### config.mk
export PLATFORM = sky130hd
export DESIGN_NAME = disk_addr_router
export DESIGN_NICKNAME = d
export VERILOG_FILES = /design/src/rtl/drt_pkg.sv /design/src/rtl/drt_window.sv /design/src/rtl/drt_decode.sv /design/src/rtl/drt_seq.sv /design/src/rtl/disk_addr_router.sv
export SDC_FILE = /design/constraint.sdc
export NUM_CORES = 1
export LEC_CHECK = 0
export ABC_AREA = 1
export CORE_MARGIN = 2
export CORE_UTILIZATION = 55
export CTS_CLUSTER_DIAMETER = 40
export DETAILED_ROUTE_END_ITERATION = 7
export DONT_BUFFER_PORTS = 1
export PLACE_DENSITY_LB_ADDON = 0.05
export SLEW_MARGIN = 15
export SYNTH_ARGS = -nofsm -noshare
export SYNTH_HDL_FRONTEND = slang
export SYNTH_HIERARCHICAL = 1
export SYNTH_SLANG_ARGS = --single-unit
### constraint.sdc
create_clock -name clk -period 1.8 [get_ports clk]
set_input_delay 0.09 -clock clk [delete_from_list [all_inputs] [get_ports clk]]
set_output_delay 0.09 -clock clk [all_outputs]
set_load 0.1 [all_outputs]
### src/rtl/drt_pkg.sv
package drt_pkg;

    typedef enum logic [1:0] {
        RGN_NONE = 2'd0,
        RGN_CMD  = 2'd1,
        RGN_CTL  = 2'd2,
        RGN_BM   = 2'd3
    } rgn_e;

    typedef enum logic [1:0] {
        SZ_BYTE = 2'd0,
        SZ_HALF = 2'd1,
        SZ_WORD = 2'd2,
        SZ_BAD  = 2'd3
    } xsz_e;

    typedef enum logic [1:0] {
        PH_IDLE = 2'd0,
        PH_LO   = 2'd1,
        PH_HI   = 2'd2
    } ph_e;

    localparam int NWIN = 5;
    localparam int BM_WIN = 4;

    // window order: 0 pri cmd, 1 pri ctl, 2 sec cmd, 3 sec ctl, 4 bus-master
    function automatic rgn_e win_rgn(input int i);
        if (i == BM_WIN) return RGN_BM;
        if ((i % 2) == 0) return RGN_CMD;
        return RGN_CTL;
    endfunction

    function automatic logic win_chan(input int i);
        return (i == 2) || (i == 3);
    endfunction

    function automatic int imax3(input int a, input int b, input int c);
        int m;
        m = a;
        if (b > m) m = b;
        if (c > m) m = c;
        return m;
    endfunction

endpackage

### src/rtl/drt_window.sv
module drt_window #(
    parameter int AW   = 16,
    parameter int OW   = 4,
    parameter int SIZE = 8
) (
    input  logic [AW-1:0] addr,
    input  logic [AW-1:0] base,
    output logic          hit,
    output logic [OW-1:0] ofs
);
    localparam logic [AW-1:0] SZ = AW'(SIZE);

    logic [AW-1:0] diff;

    always_comb begin
        diff = addr - base;
        hit  = (base != '0) && (addr >= base) && (diff < SZ);
        ofs  = diff[OW-1:0];
    end
endmodule

### src/rtl/drt_decode.sv
module drt_decode
    import drt_pkg::*;
#(
    parameter int AW       = 16,
    parameter int OW       = 4,
    parameter int CMD_SIZE = 8,
    parameter int CTL_SIZE = 4,
    parameter int BM_SIZE  = 16,
    parameter int BM_SPLIT = 8
) (
    input  logic [AW-1:0]      addr,
    input  logic [NWIN*AW-1:0] bases,
    output rgn_e               rgn,
    output logic               chan,
    output logic [OW-1:0]      ofs
);
    logic [NWIN-1:0] hit;
    logic [OW-1:0]   wofs [NWIN];

    for (genvar g = 0; g < NWIN; g++) begin : g_win
        localparam int WSZ = (g == BM_WIN) ? BM_SIZE :
                             ((g % 2) == 0) ? CMD_SIZE : CTL_SIZE;
        drt_window #(.AW(AW), .OW(OW), .SIZE(WSZ)) u_win (
            .addr (addr),
            .base (bases[g*AW +: AW]),
            .hit  (hit[g]),
            .ofs  (wofs[g])
        );
    end

    // scan from last to first so the lowest-numbered hit is left standing
    always_comb begin
        rgn  = RGN_NONE;
        chan = 1'b0;
        ofs  = '0;
        for (int i = NWIN - 1; i >= 0; i--) begin
            if (hit[i]) begin
                rgn = win_rgn(i);
                ofs = wofs[i];
                if (i == BM_WIN) chan = (wofs[i] >= OW'(BM_SPLIT));
                else             chan = win_chan(i);
            end
        end
    end
endmodule

### src/rtl/drt_seq.sv
module drt_seq
    import drt_pkg::*;
#(
    parameter int OW  = 4,
    parameter int HDW = 32
) (
    input  logic           clk,
    input  logic           rst_n,
    input  logic           io_en,
    input  logic [3:0]     drive_present,
    input  logic           req_valid,
    input  logic           req_write,
    input  logic [1:0]     req_size,
    input  logic [HDW-1:0] req_wdata,
    input  rgn_e           dec_rgn,
    input  logic           dec_chan,
    input  logic [OW-1:0]  dec_ofs,
    output logic           req_ready,
    output logic           resp_valid,
    output logic           resp_err,
    output logic [1:0]     resp_region,
    output logic           resp_chan,
    output logic [OW-1:0]  resp_offset,
    output logic [HDW-1:0] resp_rdata,
    output logic           drv_stb,
    output logic           drv_write,
    output logic [1:0]     drv_idx,
    output logic           drv_ctl,
    output logic [OW-1:0]  drv_offset,
    output logic [HDW/2-1:0] drv_wdata,
    input  logic [HDW/2-1:0] drv_rdata
);
    localparam int DDW       = HDW / 2;
    localparam int DPORT_OFS = 0;
    localparam int DSEL_OFS  = 6;
    localparam int DSEL_BIT  = 4;

    typedef struct packed {
        ph_e            ph;
        logic           rv;
        logic           rerr;
        rgn_e           rrgn;
        logic           rchan;
        logic [OW-1:0]  rofs;
        logic [HDW-1:0] rdata;
        logic           stb;
        logic           wr;
        logic [1:0]     idx;
        logic           ctl;
        logic [OW-1:0]  dofs;
        logic [DDW-1:0] wd;
        logic [DDW-1:0] hi_wd;
        logic [DDW-1:0] lo_rd;
        logic           split;
        logic           narrow;
        logic [1:0]     sel;
    } st_t;

    st_t st_d, st_q;

    logic           is_dport;
    logic           is_dsel;
    logic           legal;
    logic [1:0]     idx;
    logic [DDW-1:0] lo_val;
    xsz_e           xsz;

    always_comb begin
        xsz      = xsz_e'(req_size);
        is_dport = (dec_rgn == RGN_CMD) && (dec_ofs == OW'(DPORT_OFS));
        is_dsel  = (dec_rgn == RGN_CMD) && (dec_ofs == OW'(DSEL_OFS));
        if (dec_rgn == RGN_BM)  legal = (xsz != SZ_BAD);
        else if (is_dport)      legal = (xsz == SZ_HALF) || (xsz == SZ_WORD);
        else                    legal = (xsz == SZ_BYTE);

        if (st_q.wr)          lo_val = '0;
        else if (st_q.narrow) lo_val = {{(DDW-8){1'b0}}, drv_rdata[7:0]};
        else                  lo_val = drv_rdata;

        st_d     = st_q;
        st_d.rv  = 1'b0;
        st_d.stb = 1'b0;
        idx      = '0;

        unique case (st_q.ph)
            PH_IDLE: begin
                if (req_valid) begin
                    st_d.rv    = 1'b1;
                    st_d.rerr  = 1'b0;
                    st_d.rrgn  = RGN_NONE;
                    st_d.rchan = 1'b0;
                    st_d.rofs  = '0;
                    st_d.rdata = '0;
                    if (io_en) begin
                        st_d.rrgn  = dec_rgn;
                        st_d.rchan = dec_chan;
                        st_d.rofs  = dec_ofs;
                        if (dec_rgn == RGN_NONE || !legal) begin
                            st_d.rerr = 1'b1;
                        end else if (dec_rgn != RGN_BM) begin
                            if (is_dsel && req_write)
                                st_d.sel[dec_chan] = req_wdata[DSEL_BIT];
                            idx = {dec_chan, st_d.sel[dec_chan]};
                            if (drive_present[idx]) begin
                                st_d.rv     = 1'b0;
                                st_d.stb    = 1'b1;
                                st_d.ph     = PH_LO;
                                st_d.wr     = req_write;
                                st_d.idx    = idx;
                                st_d.ctl    = (dec_rgn == RGN_CTL);
                                st_d.dofs   = dec_ofs;
                                st_d.wd     = is_dport ? req_wdata[DDW-1:0]
                                                       : {{(DDW-8){1'b0}}, req_wdata[7:0]};
                                st_d.hi_wd  = req_wdata[HDW-1:DDW];
                                st_d.split  = is_dport && (xsz == SZ_WORD);
                                st_d.narrow = !is_dport;
                            end
                        end
                    end
                end
            end
            PH_LO: begin
                st_d.lo_rd = lo_val;
                if (st_q.split) begin
                    st_d.stb = 1'b1;
                    st_d.wd  = st_q.hi_wd;
                    st_d.ph  = PH_HI;
                end else begin
                    st_d.rv    = 1'b1;
                    st_d.rdata = {{(HDW-DDW){1'b0}}, lo_val};
                    st_d.ph    = PH_IDLE;
                end
            end
            PH_HI: begin
                st_d.rv    = 1'b1;
                st_d.rdata = st_q.wr ? '0 : {drv_rdata, st_q.lo_rd};
                st_d.ph    = PH_IDLE;
            end
            default: st_d.ph = PH_IDLE;
        endcase
    end

    always_ff @(posedge clk or negedge rst_n) begin
        if (!rst_n) st_q <= '0;
        else        st_q <= st_d;
    end

    assign req_ready   = (st_q.ph == PH_IDLE);
    assign resp_valid  = st_q.rv;
    assign resp_err    = st_q.rerr;
    assign resp_region = st_q.rrgn;
    assign resp_chan   = st_q.rchan;
    assign resp_offset = st_q.rofs;
    assign resp_rdata  = st_q.rdata;
    assign drv_stb     = st_q.stb;
    assign drv_write   = st_q.wr;
    assign drv_idx     = st_q.idx;
    assign drv_ctl     = st_q.ctl;
    assign drv_offset  = st_q.dofs;
    assign drv_wdata   = st_q.wd;

    // a strobe only ever targets an attached drive
    assert_stb_present_R10: assert property (@(posedge clk) disable iff (!rst_n)
        drv_stb |-> drive_present[drv_idx]);

    // the upper half follows a lower-half strobe on the very next cycle
    assert_hi_after_lo_R8: assert property (@(posedge clk) disable iff (!rst_n)
        (st_q.ph == PH_HI) |-> ($past(st_q.ph) == PH_LO) && $past(drv_stb) && drv_stb);

    // nothing new is accepted while a drive transfer is in flight
    assert_busy_R11: assert property (@(posedge clk) disable iff (!rst_n)
        drv_stb |-> !req_ready && !resp_valid);

    // error responses never follow a drive transfer
    assert_err_direct_R4: assert property (@(posedge clk) disable iff (!rst_n)
        (resp_valid && resp_err) |-> ($past(st_q.ph) == PH_IDLE) && !$past(drv_stb));

    // select bits move only on an accepted write with decode enabled
    assert_sel_hold_R6: assert property (@(posedge clk) disable iff (!rst_n)
        !(req_valid && req_ready && req_write && io_en) |=> $stable(st_q.sel));

    // disabled decode gives an empty, error-free response
    assert_disabled_R7: assert property (@(posedge clk) disable iff (!rst_n)
        (req_valid && req_ready && !io_en) |=>
            resp_valid && !resp_err && !drv_stb && (resp_region == 2'd0));
endmodule

### src/rtl/disk_addr_router.sv
module disk_addr_router
    import drt_pkg::*;
#(
    parameter int AW       = 16,
    parameter int HDW      = 32,
    parameter int CMD_SIZE = 8,
    parameter int CTL_SIZE = 4,
    parameter int BM_SIZE  = 16,
    parameter int BM_SPLIT = 8,
    localparam int OW      = $clog2(imax3(CMD_SIZE, CTL_SIZE, BM_SIZE))
) (
    input  logic             clk,
    input  logic             rst_n,
    input  logic             io_en,
    input  logic [AW-1:0]    base_pcmd,
    input  logic [AW-1:0]    base_pctl,
    input  logic [AW-1:0]    base_scmd,
    input  logic [AW-1:0]    base_sctl,
    input  logic [AW-1:0]    base_bm,
    input  logic [3:0]       drive_present,
    input  logic             req_valid,
    output logic             req_ready,
    input  logic             req_write,
    input  logic [AW-1:0]    req_addr,
    input  logic [1:0]       req_size,
    input  logic [HDW-1:0]   req_wdata,
    output logic             resp_valid,
    output logic             resp_err,
    output logic [1:0]       resp_region,
    output logic             resp_chan,
    output logic [OW-1:0]    resp_offset,
    output logic [HDW-1:0]   resp_rdata,
    output logic             drv_stb,
    output logic             drv_write,
    output logic [1:0]       drv_idx,
    output logic             drv_ctl,
    output logic [OW-1:0]    drv_offset,
    output logic [HDW/2-1:0] drv_wdata,
    input  logic [HDW/2-1:0] drv_rdata
);
    rgn_e          dec_rgn;
    logic          dec_chan;
    logic [OW-1:0] dec_ofs;

    drt_decode #(
        .AW(AW), .OW(OW), .CMD_SIZE(CMD_SIZE), .CTL_SIZE(CTL_SIZE),
        .BM_SIZE(BM_SIZE), .BM_SPLIT(BM_SPLIT)
    ) u_dec (
        .addr  (req_addr),
        .bases ({base_bm, base_sctl, base_scmd, base_pctl, base_pcmd}),
        .rgn   (dec_rgn),
        .chan  (dec_chan),
        .ofs   (dec_ofs)
    );

    drt_seq #(.OW(OW), .HDW(HDW)) u_seq (
        .clk           (clk),
        .rst_n         (rst_n),
        .io_en         (io_en),
        .drive_present (drive_present),
        .req_valid     (req_valid),
        .req_write     (req_write),
        .req_size      (req_size),
        .req_wdata     (req_wdata),
        .dec_rgn       (dec_rgn),
        .dec_chan      (dec_chan),
        .dec_ofs       (dec_ofs),
        .req_ready     (req_ready),
        .resp_valid    (resp_valid),
        .resp_err      (resp_err),
        .resp_region   (resp_region),
        .resp_chan     (resp_chan),
        .resp_offset   (resp_offset),
        .resp_rdata    (resp_rdata),
        .drv_stb       (drv_stb),
        .drv_write     (drv_write),
        .drv_idx       (drv_idx),
        .drv_ctl       (drv_ctl),
        .drv_offset    (drv_offset),
        .drv_wdata     (drv_wdata),
        .drv_rdata     (drv_rdata)
    );
endmodule

==> summary.txt <==
Status
  – Status: finished with violations
  – Failing checks: negative hold slack, negative setup slack

Setup path
  – Worst path slowest cell: fa_2
  – Crit path max-delay family: simple AND/OR/NAND/NOR gates
  – Sum of buffers and inverters on the critical path: 4
  – Most used cell, CP: nand2_1
  – Reg-to-reg critical path startpoint: u_seq/st_q[103]
  – Worst Reg2Reg Path Length in Cells: 10
  – Startpoint types: primary input
  – R2R Path End: u_seq/drv_wdata[15]
  – Worst EP required: 2.04 ns
  – Arrival @ worst endpoint: 3.59 ns
  – CP Class: in2reg
  – Critical path's largest stage delay: 0.37 ns
  – CP Max Fanout: 8
  – R2R Setup Slk: -0.26 ns
  – CP endpoint kind: flop

Power
  – Max VDD drop: 0.392 mV
  – Total power: 7.39 mW
  – Lkg Pwr: 8.42 nW
  – Pwr Density: 486 nW/µm²

Logic synthesis
  – Post-synth cell types: 42
  – Synth top area share: 22.4%
  – Syn avg cell area: 6.18 µm²
  – FFs w/ async S/R, synth: 100%
  – Seq cells post-synth: 104
  – Yosys warnings: 6
  – Post-synth top area cell: dfrtp_1
  – Top cells by area, synth: dfrtp_1 (22%), nand2_1 (19%), inv_1 (11%), ha_1 (9.4%), nand3_1 (6.9%)
  – Most common cell in the netlist: nand2_1
  – Post-synth EDFFs: 0
  – Mapped cell area: 11600 µm²
  – Syn Inst Count: 1881
  – Leading cell types by count after synthesis: nand2_1 (586), inv_1 (329), nand3_1 (160), nor2_1 (152), dfrtp_1 (104)
  – Ys flop type: dfrtp_1
  – Sequential area share after synthesis: 22.4%
  – Syn nets: 2128

Floorplan
  – Core area: 20900 µm²
  – I/O pin cnt: 222
  – Die Area: 22300 µm²
  – Rows: 53
  – Die Wd: 149 µm
  – Initial Util: 55.6%
  – DIE HEIGHT: 149 µm

Clocking
  – CTS buffer count: 9
  – Clock edge transition at the registers on the reported setup and hold paths: 0.08 ns
  – H-tree levels: 3
  – CTS Hold Buffers Added: 35
  – Clk buf depth: 2
  – CTS tree: done
  – Clock tree sinks: 104
  – Clock Latency Late Sink: 0.35 ns
  – CTS Root Cell: clkbuf_16

Finish
  – Non-Filler Instances: 2438
  – Util after Layout: 72.8%
  – NumNets Final: 2405
  – Number of diodes: 0
  – Layout cells sized above 1: 26.5%
  – Syn-to-layout area delta: 30.8%

Routing
  – Initial DRC count: 719
  – Via density: 5.23
  – Drt wl/cell: 15.2 µm
  – DRT Pass-1 Iters: 5
  – Post-DRT Antenna Nets: 0
  – Total number of vias: 12800
  – Final wirelength: 37100 µm
  – DRC Markers: 0

STA
  – Setup Viol. Count Final: 56
  – Setup TNS: -75.16 ns
  – Tcrit/Tclk final: 186%
  – Actual slew at the worst max-slew pin: 0.405 ns
  – Hold Worst Slack: -0.577 ns
  – Clk_skew: 0.0124 ns
  – Final Hold Viols: 104
  – Slew margin rel.: 73.0%
  – RSZ-0062 raised after global routing: yes
  – Min Tclk post-route: 3.35 ns
  – Fmax: 299 MHz
  – Final worst slack: -1.55 ns
  – Max-slew violations: 0

Place
  – Post-DP HPWL: 28300 µm
  – Post-place setup slack: -1.83 ns
  – Routability cong.: 0.950
  – Placed instance count: 2355
  – PortBufs: 0

Global route
  – Largest net degree at the start of global routing: 105
  – Gr usage total: 32.2%
  – Final global-route overflow total: 0
  – Initial antenna violation count: 0
  – Vias in the first global route: 12100
  – First-pass GRT wire length: 57800 µm

Job
  – Max Cap Viol: 0

Min path
  – HP Class: in2async
==> report_power, final <==
group	switching (mW)	internal (mW)
registers	0.00944	2.35
logic	1.66	1.27
clock network	0.980	1.12
total	2.65	4.75
==> area by class of cell <==
type                    instances  area [µm²]
fillers                      1776        5690
well taps                     275         344
multi-input cells            1355        7700
flip-flops and latches        104        2600
repair buffers                353        2930
clock buffers                   9         225
inverters                     335        1300
clock inverters                 7         100
==> logic make-up after synthesis <==
kind of cell	share of synthesized area, %
fa+ha+maj	10.2
flops	22.4
xor+xnor	0.904
compound gates	8.88
simple gates	41.5
buf+inv	16.1
==> state kept, by name (all words and copies together) (netlist names) <==
name               cells
u_seq/resp_err         1
u_seq/resp_valid       1
u_seq/drv_write        1
u_seq/drv_offset       4
u_seq/resp_offset      4
u_seq/drv_ctl          1
u_seq/resp_chan        1
u_seq/drv_stb          1
u_seq/st_q            38
u_seq/resp_region      2
u_seq/drv_wdata       16
u_seq/drv_idx          2
u_seq/resp_rdata      32
==> routing by layer <==
metal	track usage, %	vias to the layer above	part of all wire, %
met5	0	-	0
met4	11.9	0	3.8
met3	4.92	97	6.7
met2	56.9	468	48
met1	39.5	5781	41
li1	-	6405	-
==> cell usage in the layout (no fill, tap or decap), types with 35 or more instances in the layout <==
cell             n
nand2_2         73
ha_1            76
dlygate4sd3_1   35
inv_1          313
o21ai_0         66
dfrtp_1        103
nand3_2         53
a21oi_1         73
nor2_1         141
nand2_1        554
buf_4          287
nand3_1        129
==> metrics by stage <==
step,hold slack [ns],area (µm²)
after floorplan,-0.206,11900
after global placement,-0.203,13800
after detailed placement,-0.204,13800
after CTS,-0.586,15000
after global routing,-0.598,15200
final,-0.577,15200
==> how the worst max path moves through the flow <==
stage,start,endpoint,slack (ns),cells after the start
2_1_floorplan,req_addr[0],u_seq/drv_wdata[10],-1.47,33
3_3_place_gp,req_addr[0],u_seq/drv_wdata[5],-1.78,33
3_5_place_dp,req_addr[0],u_seq/drv_wdata[11],-1.83,33
4_1_cts,req_addr[0],u_seq/drv_wdata[3],-1.34,35
5_1_grt,req_addr[0],u_seq/drv_wdata[14],-1.82,30
6_report,req_addr[0],u_seq/drv_wdata[6],-1.55,30
==> what timing repair did <==
action                                 in CTS  in global routing
setup buffers                              22                  9
gates cloned                                2                  0
resized for setup                         108                 30
pin swaps                                  47                 30
endpoints found under the hold margin     155                104
setup endpoints to repair                  65                 84
Power figures use the tool's default switching activity.
